File: src/rtl/nfs_pkg.sv
package nfs_pkg;
    localparam int unsigned WORD_W   = 32;
    localparam int unsigned N_FLAGS  = 3;
    localparam int unsigned N_CE     = 2;
    localparam int unsigned BIT_RB   = 0;
    localparam int unsigned BIT_CE0  = 2;
    localparam int unsigned BIT_FLG0 = 4;
    localparam int unsigned BIT_BOOT = 23;

    // flag order inside the flag vector (also the bit order above BIT_FLG0)
    localparam int unsigned FLG_EDGE = 0;
    localparam int unsigned FLG_PROT = 1;
    localparam int unsigned FLG_ECC  = 2;

    localparam logic [WORD_W-1:0] RSVD_MASK = 32'hFF7F_FF82;
endpackage

File: src/rtl/nfs_rb_sync.sv
module nfs_rb_sync #(
    parameter int unsigned STAGES = 2
) (
    input  logic clk,
    input  logic rst_n,
    input  logic pin_i,
    input  logic fall_sel_i,
    output logic level_o,
    output logic edge_o
);
    typedef struct packed {
        logic [STAGES-1:0] chain;
        logic              prev;
    } sync_t;

    sync_t st_d, st_q;

    always_comb begin
        st_d       = st_q;
        st_d.chain = {st_q.chain[STAGES-2:0], pin_i};
        st_d.prev  = st_q.chain[STAGES-1];
    end

    always_ff @(posedge clk or negedge rst_n) begin
        if (!rst_n) st_q <= '1;
        else        st_q <= st_d;
    end

    assign level_o = st_q.chain[STAGES-1];
    assign edge_o  = fall_sel_i ? (st_q.prev & ~level_o)
                                : (~st_q.prev & level_o);
endmodule

File: src/rtl/nfs_sticky.sv
module nfs_sticky (
    input  logic clk,
    input  logic rst_n,
    input  logic set_i,
    input  logic clr_i,
    output logic flag_o
);
    typedef struct packed {
        logic flag;
    } flg_t;

    flg_t st_d, st_q;

    always_comb begin
        st_d      = st_q;
        st_d.flag = set_i | (st_q.flag & ~clr_i);
    end

    always_ff @(posedge clk or negedge rst_n) begin
        if (!rst_n) st_q <= '0;
        else        st_q <= st_d;
    end

    assign flag_o = st_q.flag;
endmodule

File: src/rtl/nand_stat_regs.sv
module nand_stat_regs
    import nfs_pkg::*;
#(
    parameter int unsigned SYNC_STAGES = 2
) (
    input  logic                 clk,
    input  logic                 rst_n,
    input  logic                 rb_pin_i,
    input  logic [N_CE-1:0]      ce_lvl_i,
    input  logic                 boot_done_i,
    input  logic                 ecc_done_i,
    input  logic                 prot_viol_i,
    input  logic                 edge_sel_i,
    input  logic [N_FLAGS-1:0]   irq_en_i,
    input  logic                 sel_i,
    input  logic                 wr_i,
    input  logic [WORD_W-1:0]    wdata_i,
    output logic [WORD_W-1:0]    rdata_o,
    output logic                 irq_o
);
    logic               rb_level;
    logic               rb_edge;
    logic [N_FLAGS-1:0] set_vec;
    logic [N_FLAGS-1:0] clr_vec;
    logic [N_FLAGS-1:0] flags;
    logic               wr_hit;

    nfs_rb_sync #(.STAGES(SYNC_STAGES)) u_rb (
        .clk       (clk),
        .rst_n     (rst_n),
        .pin_i     (rb_pin_i),
        .fall_sel_i(edge_sel_i),
        .level_o   (rb_level),
        .edge_o    (rb_edge)
    );

    always_comb begin
        set_vec           = '0;
        set_vec[FLG_EDGE] = rb_edge;
        set_vec[FLG_PROT] = prot_viol_i;
        set_vec[FLG_ECC]  = ecc_done_i;
        wr_hit            = sel_i & wr_i;
        clr_vec           = wdata_i[BIT_FLG0 +: N_FLAGS] & {N_FLAGS{wr_hit}};
    end

    for (genvar g = 0; g < N_FLAGS; g++) begin : g_flag
        nfs_sticky u_flag (
            .clk   (clk),
            .rst_n (rst_n),
            .set_i (set_vec[g]),
            .clr_i (clr_vec[g]),
            .flag_o(flags[g])
        );
    end

    always_comb begin
        rdata_o                        = '0;
        rdata_o[BIT_RB]                = rb_level;
        rdata_o[BIT_CE0 +: N_CE]       = ce_lvl_i;
        rdata_o[BIT_FLG0 +: N_FLAGS]   = flags;
        rdata_o[BIT_BOOT]              = boot_done_i;
        irq_o                          = |(flags & irq_en_i);
    end
endmodule

File: config.mk
export PLATFORM = sky130hd
export DESIGN_NAME = nand_stat_regs
export DESIGN_NICKNAME = d
export VERILOG_FILES = /design/src/rtl/nfs_pkg.sv /design/src/rtl/nfs_rb_sync.sv /design/src/rtl/nfs_sticky.sv /design/src/rtl/nand_stat_regs.sv
export SDC_FILE = /design/constraint.sdc
export NUM_CORES = 1
export LEC_CHECK = 0
export CAP_MARGIN = 0
export CORE_MARGIN = 2
export CORE_UTILIZATION = 21
export CTS_CLUSTER_SIZE = 14
export DETAILED_ROUTE_END_ITERATION = 7
export PLACE_DENSITY = 0.8
export SETUP_SLACK_MARGIN = 0.05
export SLEW_MARGIN = 40
export SYNTH_ARGS = -nofsm -noshare
export SYNTH_HDL_FRONTEND = slang
export SYNTH_SLANG_ARGS = --single-unit
File: constraint.sdc
create_clock -name clk -period 1.35 [get_ports clk]
set_clock_uncertainty 0.15 [all_clocks]
set_input_delay 0.27 -clock clk [delete_from_list [all_inputs] [get_ports clk]]
set_output_delay 0.27 -clock clk [all_outputs]
set_load 0.005 [all_outputs]
==> qor.yml, run 1 <==
worst_setup_path:
  crit_required_ps: 930
  cp-start-kind: "input pin"
  critical_path_arrival_ps: 1160
  rr_worst_depth: 3
  r2r_end: "g_flag[0].u_flag.flag_o$_DFF_PN0_"
  r2r_slack_ps: -40
  path_class: "input pin to output port"
  cp-end-kind: "output port"
  cp_max_fo: 1
  worstReg2RegStart: "u_rb.level_o$_DFF_PN1_"
pwr:
  total_leakage_power_nw: 0.293
  powerDensity_mw_per_mm2: 829
  power.total_mw: 0.511
  p_comb_frac: 0.244
  p_seq_frac: 0.400
  internal-power_mw: 0.387
  p_switching_mw: 0.124
  netSwitchingFraction: 0.243
  p_clk_frac: 0.356
  max-vdd-ir-drop_mv: 0.486
finish:
  fin_nets: 118
  antenna-diode-count: 0
  final_area_um2: 617
  fin_util: 0.287
  fin_cells: 99
  fillers: 219
  drive_gt1_frac: 0.268
  syn_to_final_growth_pct: 32.2
logic_synthesis:
  synth-async-reset-ratio: 1.00
  yosys.area.top_type: "buf_4"
  synth_area_leaders: "buf_4 (51%), dfstp_2 (17%), dfrtp_1 (16%), nand3_1 (3.2%), a21o_1 (3.2%)"
  ys_seq_area_frac: 0.330
  yosysMostFrequentCell: "buf_4"
  ys_warn_count: 0
  synth-edff-count: 0
  syn_area_per_cell_um2: 9.52
  synth_cells: 49
  synthTopCellsByCount: "buf_4 (32), dfrtp_1 (3), dfstp_2 (3), nand3_1 (3), a21o_1 (2)"
  synth_ff_type: "dfstp_2"
  ys_types: 11
  netlist_area_um2: 467
  ys_ff_latch: 6
  synth_top_area_frac: 0.515
timing:
  final.period_utilization: 1.17
  rsz0062_at_grt: "yes"
  finalHoldViolations: 0
  layout_setup_ws_ps: -235
  post-route-min-period_ps: 1580
  drv_slew: 0
  holdWs_ps: 110
  setup_violations: 2
  max_freq_mhz: 631
route:
  vias_per_cell: 3.26
  antenna_left: 0
  drc: 0
  first_pass_iters: 4
  drt_iter0_drc: 2
  wl_um: 808
  wire_per_inst_um: 8.16
  dr_total_vias: 323
global_routing:
  grtUsageMet1: 0.0558
  grt_pass1_vias: 300
  grt_max_degree: 7
  grt_busiest_layer: "met2"
  met3_usage: 0.0175
  track_usage: 0.0610
  overflow: 0
  antenna_found_initial: 0
  grt_pass1_wl_mm: 1.13
  met2_usage: 0.115
cts:
  htreeDepth: 1
  numClockSinks: 6
  cts_made_buffers: 3
  clk_pin_slew_worst_paths_ps: 50
  cts_tree: "done"
  cts.path.max_buffers: 2
  cts_root_buf: "clkbuf_4"
  clkLatencyLatePin_ps: 240
outcome:
  violations: "negative setup slack"
  status: "finished with violations"
placed_design:
  gp_congestion: 0.633
  dp_cells: 93
  io_buffers: 18
  placed_area_um2: 577
  dp_hpwl_um: 679
die:
  die_x_um: 51.1
  coreArea_mm2: 0.00215
  start_util: 0.217
  row_count: 17
  ioPinCount: 79
  dieArea_mm2: 0.00262
  dieHeight_um: 51.1
job:
  max_cap_viol_count: 0
hold_path:
  min_path_type: "input pin to asynchronous set/reset pin"
[layer usage]
metal	routed length [um]	share of wire	up-vias
met1	278	0.34	140
met3	114	0.14	0
met5	0	0	-
li1	-	-	145
met2	415	0.51	38
met4	0	0	0
[flip-flops by register name (all words and copies together), names as in the netlist]
signal	flops
u_rb.st_q	1
u_rb.level_o	1
u_rb.st_d	1
g_flag.u_flag.flag_o	3
[cell families (layout without fill, tap and decap cells)]
logic type / after synthesis / in the layout / share of synthesized area
compound gates: 4 / 4 / 0.0751
simple gates: 5 / 5 / 0.0643
flops: 6 / 6 / 0.330
buf+inv: 33 / 31 / 0.523
other cells: 1 / 25 / 0.00804
[area by class of cell]
type                       instances  area [um^2]  area share
multi-input combinational         34          159       0.258
inverter                           1         3.75     0.00609
sequential                         6          154       0.249
tap                               28         35.0      0.0568
timing repair buffer              26          239       0.387
clock buffer                       4         26.3      0.0426
[worst max-delay path by stage]
stage	cells after the start	slack (ps)	start	end
after floorplan	2	120	u_rb.level_o$_DFF_PN1_	g_flag[0].u_flag.flag_o$_DFF_PN0_
after global placement	4	-570	irq_en_i[1]	irq_o
after detailed placement	4	-590	irq_en_i[1]	irq_o
after CTS	4	-260	g_flag[0].u_flag.flag_o$_DFF_PN0_	irq_o
after global routing	4	-310	g_flag[0].u_flag.flag_o$_DFF_PN0_	irq_o
final	4	-230	irq_en_i[1]	irq_o
[per-stage QoR]
| stage | setup TNS (ps) | setup slack, ps |
|---|---|---|
| floorplan | 0 | 118 |
| global placement | -818 | -566 |
| detailed placement | -915 | -592 |
| CTS | -288 | -257 |
| global route | -367 | -314 |
| finish | -275 | -235 |
[worst max-delay path, stage by stage]
cell and delay, ps:
clkdlybuf4s50_1 400, a222oi_1 300, inv_1 70, buf_2 130
[power groups by stage]
stage	sequential, mW	clock [mW]	combinational, mW
2_1_floorplan	0.205	0	0.103
3_3_place_gp	0.205	0	0.115
3_5_place_dp	0.205	0	0.118
4_1_cts	0.204	0.187	0.117
5_1_grt	0.206	0.199	0.137
6_report	0.205	0.182	0.125
[cell usage in the layout (no fill, tap or decap)]
| master | instances |
|---|---|
| a221o_1 | 1 |
| clkbuf_1 | 1 |
| a21o_1 | 2 |
| nor3b_1 | 1 |
| inv_1 | 1 |
| clkbuf_4 | 3 |
| and2b_1 | 1 |
| nand3_1 | 3 |
| conb_1 | 25 |
| dfrtp_1 | 3 |
| clkdlybuf4s50_1 | 13 |
| buf_6 | 5 |
| dfstp_2 | 3 |
| buf_4 | 5 |
| a222oi_1 | 1 |
| buf_2 | 3 |
[repair_timing]
item | CTS | global route
hold endpoints to repair | 0 | 0
resized for setup | 23 | 3
buffers inserted | 1 | 2
hold buffers | 0 | 0
setup endpoints to repair | 6 | 6
pin swaps | 1 | 1
No activity file was read; power rests on OpenSTA's default activity.
==> run 2, diff against run 1 <==
==> constraint.sdc (replaced) <==
create_clock -name clk -period 1.35 [get_ports clk]
set_clock_uncertainty 0.15 [all_clocks]
set_input_delay 0.3375 -clock clk [delete_from_list [all_inputs] [get_ports clk]]
set_output_delay 0.3375 -clock clk [all_outputs]
set_load 0.005 [all_outputs]
==> qor.yml, run 2 (same netlist as run 1, synthesis figures left out) <==
pwr:
  max-vdd-ir-drop_mv: 0.480  # -1.2%
  powerDensity_mw_per_mm2: 826  # -0.38%
  p_seq_frac: 0.384  # -0.016
  p_comb_frac: 0.279  # +0.035
  p_clk_frac: 0.337  # -0.019
  power.total_mw: 0.533  # +4.3%
  internal-power_mw: 0.405  # +4.5%
  p_switching_mw: 0.128  # +3.4%
  netSwitchingFraction: 0.241  # -0.00202
  total_leakage_power_nw: 0.320  # +9.1%
finish:
  drive_gt1_frac: 0.288  # +0.0201
  fin_nets: 120  # +1.7%
  fillers: 219  # unchanged
  final_common_cell: "conb_1"
  antenna-diode-count: 0  # unchanged
  layout_common_cells: "conb_1 (25), clkdlybuf4s50_1 (10), buf_6 (8)"
  syn_to_final_growth_pct: 38.3
  largest_reg_flops: 3  # unchanged
worst_setup_path:
  cp-end-kind: "output port"
  cp-start-kind: "flop"
  path_class: "flop to output port"
  critical_path.startpoint: "g_flag[0].u_flag.flag_o$_DFF_PN0_"
  critical_path_arrival_ps: 1160  # about the same
  cp_max_fo: 2  # +1
  r2r_slack_ps: -20  # +20 ps
  crit_required_ps: 860  # -70 ps
  worstReg2RegStart: "u_rb.level_o$_DFF_PN1_"
route:
  wl_um: 850  # +5.2%
  antenna_left: 0  # unchanged
  drt_iter0_drc: 4  # +2
  first_pass_iters: 4  # unchanged
  wire_per_inst_um: 8.42  # +3.1%
  vias_per_cell: 3.39  # +3.8%
  dr_total_vias: 342  # +5.9%
  drc: 0  # unchanged
die:
  start_util: 0.217  # unchanged
  dieArea_mm2: 0.00262  # unchanged
  row_count: 17  # unchanged
  coreArea_mm2: 0.00215  # unchanged
  dieHeight_um: 51.1  # unchanged
  die_x_um: 51.1  # unchanged
  ioPinCount: 79  # unchanged
job:
  max_cap_viol_count: 0  # unchanged
timing:
  finalHoldViolations: 0  # unchanged
  max_freq_mhz: 608  # -3.7%
  setup-tns-final_ps: -592  # -317 ps
  rsz0062_at_grt: "yes"
  setup_violations: 5  # +3
  holdWs_ps: 182  # +71.9 ps
  post-route-min-period_ps: 1650  # +60.6 ps
  layout_setup_ws_ps: -295  # -60.5 ps
  drv_slew: 0  # unchanged
  final.period_utilization: 1.22  # +0.0449
global_routing:
  grt_max_degree: 7  # unchanged
  antenna_found_initial: 0  # unchanged
  grt_pass1_wl_mm: 1.28  # +13%
  overflow: 0  # unchanged
  grt_pass1_vias: 334  # +11%
  track_usage: 0.0696  # +0.00862
placed_design:
  dp_hpwl_um: 679  # unchanged
  gp_congestion: 0.633  # unchanged
  pre_cts_slack_ps: -727  # -135 ps
  io_buffers: 18  # unchanged
cts:
  clkLatencyLatePin_ps: 240  # about the same
  htreeDepth: 1  # unchanged
  cts_tree: "done"
  cts_root_buf: "clkbuf_4"
  numClockSinks: 6  # unchanged
  clk_pin_slew_worst_paths_ps: 50  # about the same
  cts_made_buffers: 3  # unchanged
  cts.path.max_buffers: 2  # unchanged
outcome:
  violations: "negative setup slack"
  status: "finished with violations"
hold_path:
  min_path_type: "input pin to asynchronous set/reset pin"
## run 2: cell types whose count changed in the layout (fill, tap and decap cells not counted)
cell,before,now
buf_2,3,2
clkdlybuf4s50_1,13,10
buf_6,5,8
dlygate4sd2_1,0,2
dlymetal6s2s_1,0,1
## run 2: final cells by class
cell class	count	area, um^2	area share
timing repair buffer	28	268	0.415
tap	28	35.0	0.0543
sequential	6	154	0.238
multi-input combinational	34	159	0.246
clock buffer	4	26.3	0.0407
inverter	1	3.75	0.00581
## run 2: critical path: stages (launching register included)
cell      delay (ps)
dfrtp_1          390
buf_6            120
a222oi_1         210
inv_1             70
buf_2            130
## run 2: worst paths after layout
path,cells past startpoint,endpoint
min reg2reg,0,u_rb.level_o$_DFF_PN1_
min,1,g_flag[2].u_flag.flag_o$_DFF_PN0_
max in group asynchronous,1,u_rb.st_d[2]$_DFF_PN1_
max reg2reg,3,g_flag[0].u_flag.flag_o$_DFF_PN0_
min in group clk,0,u_rb.level_o$_DFF_PN1_
max,4,irq_o
## run 2: power by group through the flow
| stage | clock, mW | combinational [mW] | sequential [mW] |
|---|---|---|---|
| 5_1_grt | 0.199 | 0.164 | 0.205 |
| 3_5_place_dp | 0 | 0.118 | 0.205 |
| 3_3_place_gp | 0 | 0.115 | 0.205 |
| 4_1_cts | 0.187 | 0.151 | 0.204 |
| 6_report | 0.180 | 0.149 | 0.205 |
| 2_1_floorplan | 0 | 0.103 | 0.205 |
## run 2: stage by stage
stage	cells	area (um^2)	utilization
6_report	101	646	0.301
5_1_grt	101	646	0.301
4_1_cts	101	643	0.299
3_5_place_dp	93	577	0.268
3_3_place_gp	93	577	0.268
2_1_floorplan	73	557	-
## run 2: layer usage
metal,global-route usage,part of all wire,up-vias
met5,0,0,-
met4,0.0405,0,0
met3,0.0175,0.15,0
met2,0.141,0.52,40
met1,0.0594,0.34,153
li1,-,-,149
## run 2: what timing repair did
item,CTS,global route
pin swaps,1,1
hold buffers,0,0
endpoints found under the hold margin,0,0
setup buffers,4,3
resized for setup,30,4
endpoints found under the setup margin,6,6
gates cloned,0,0
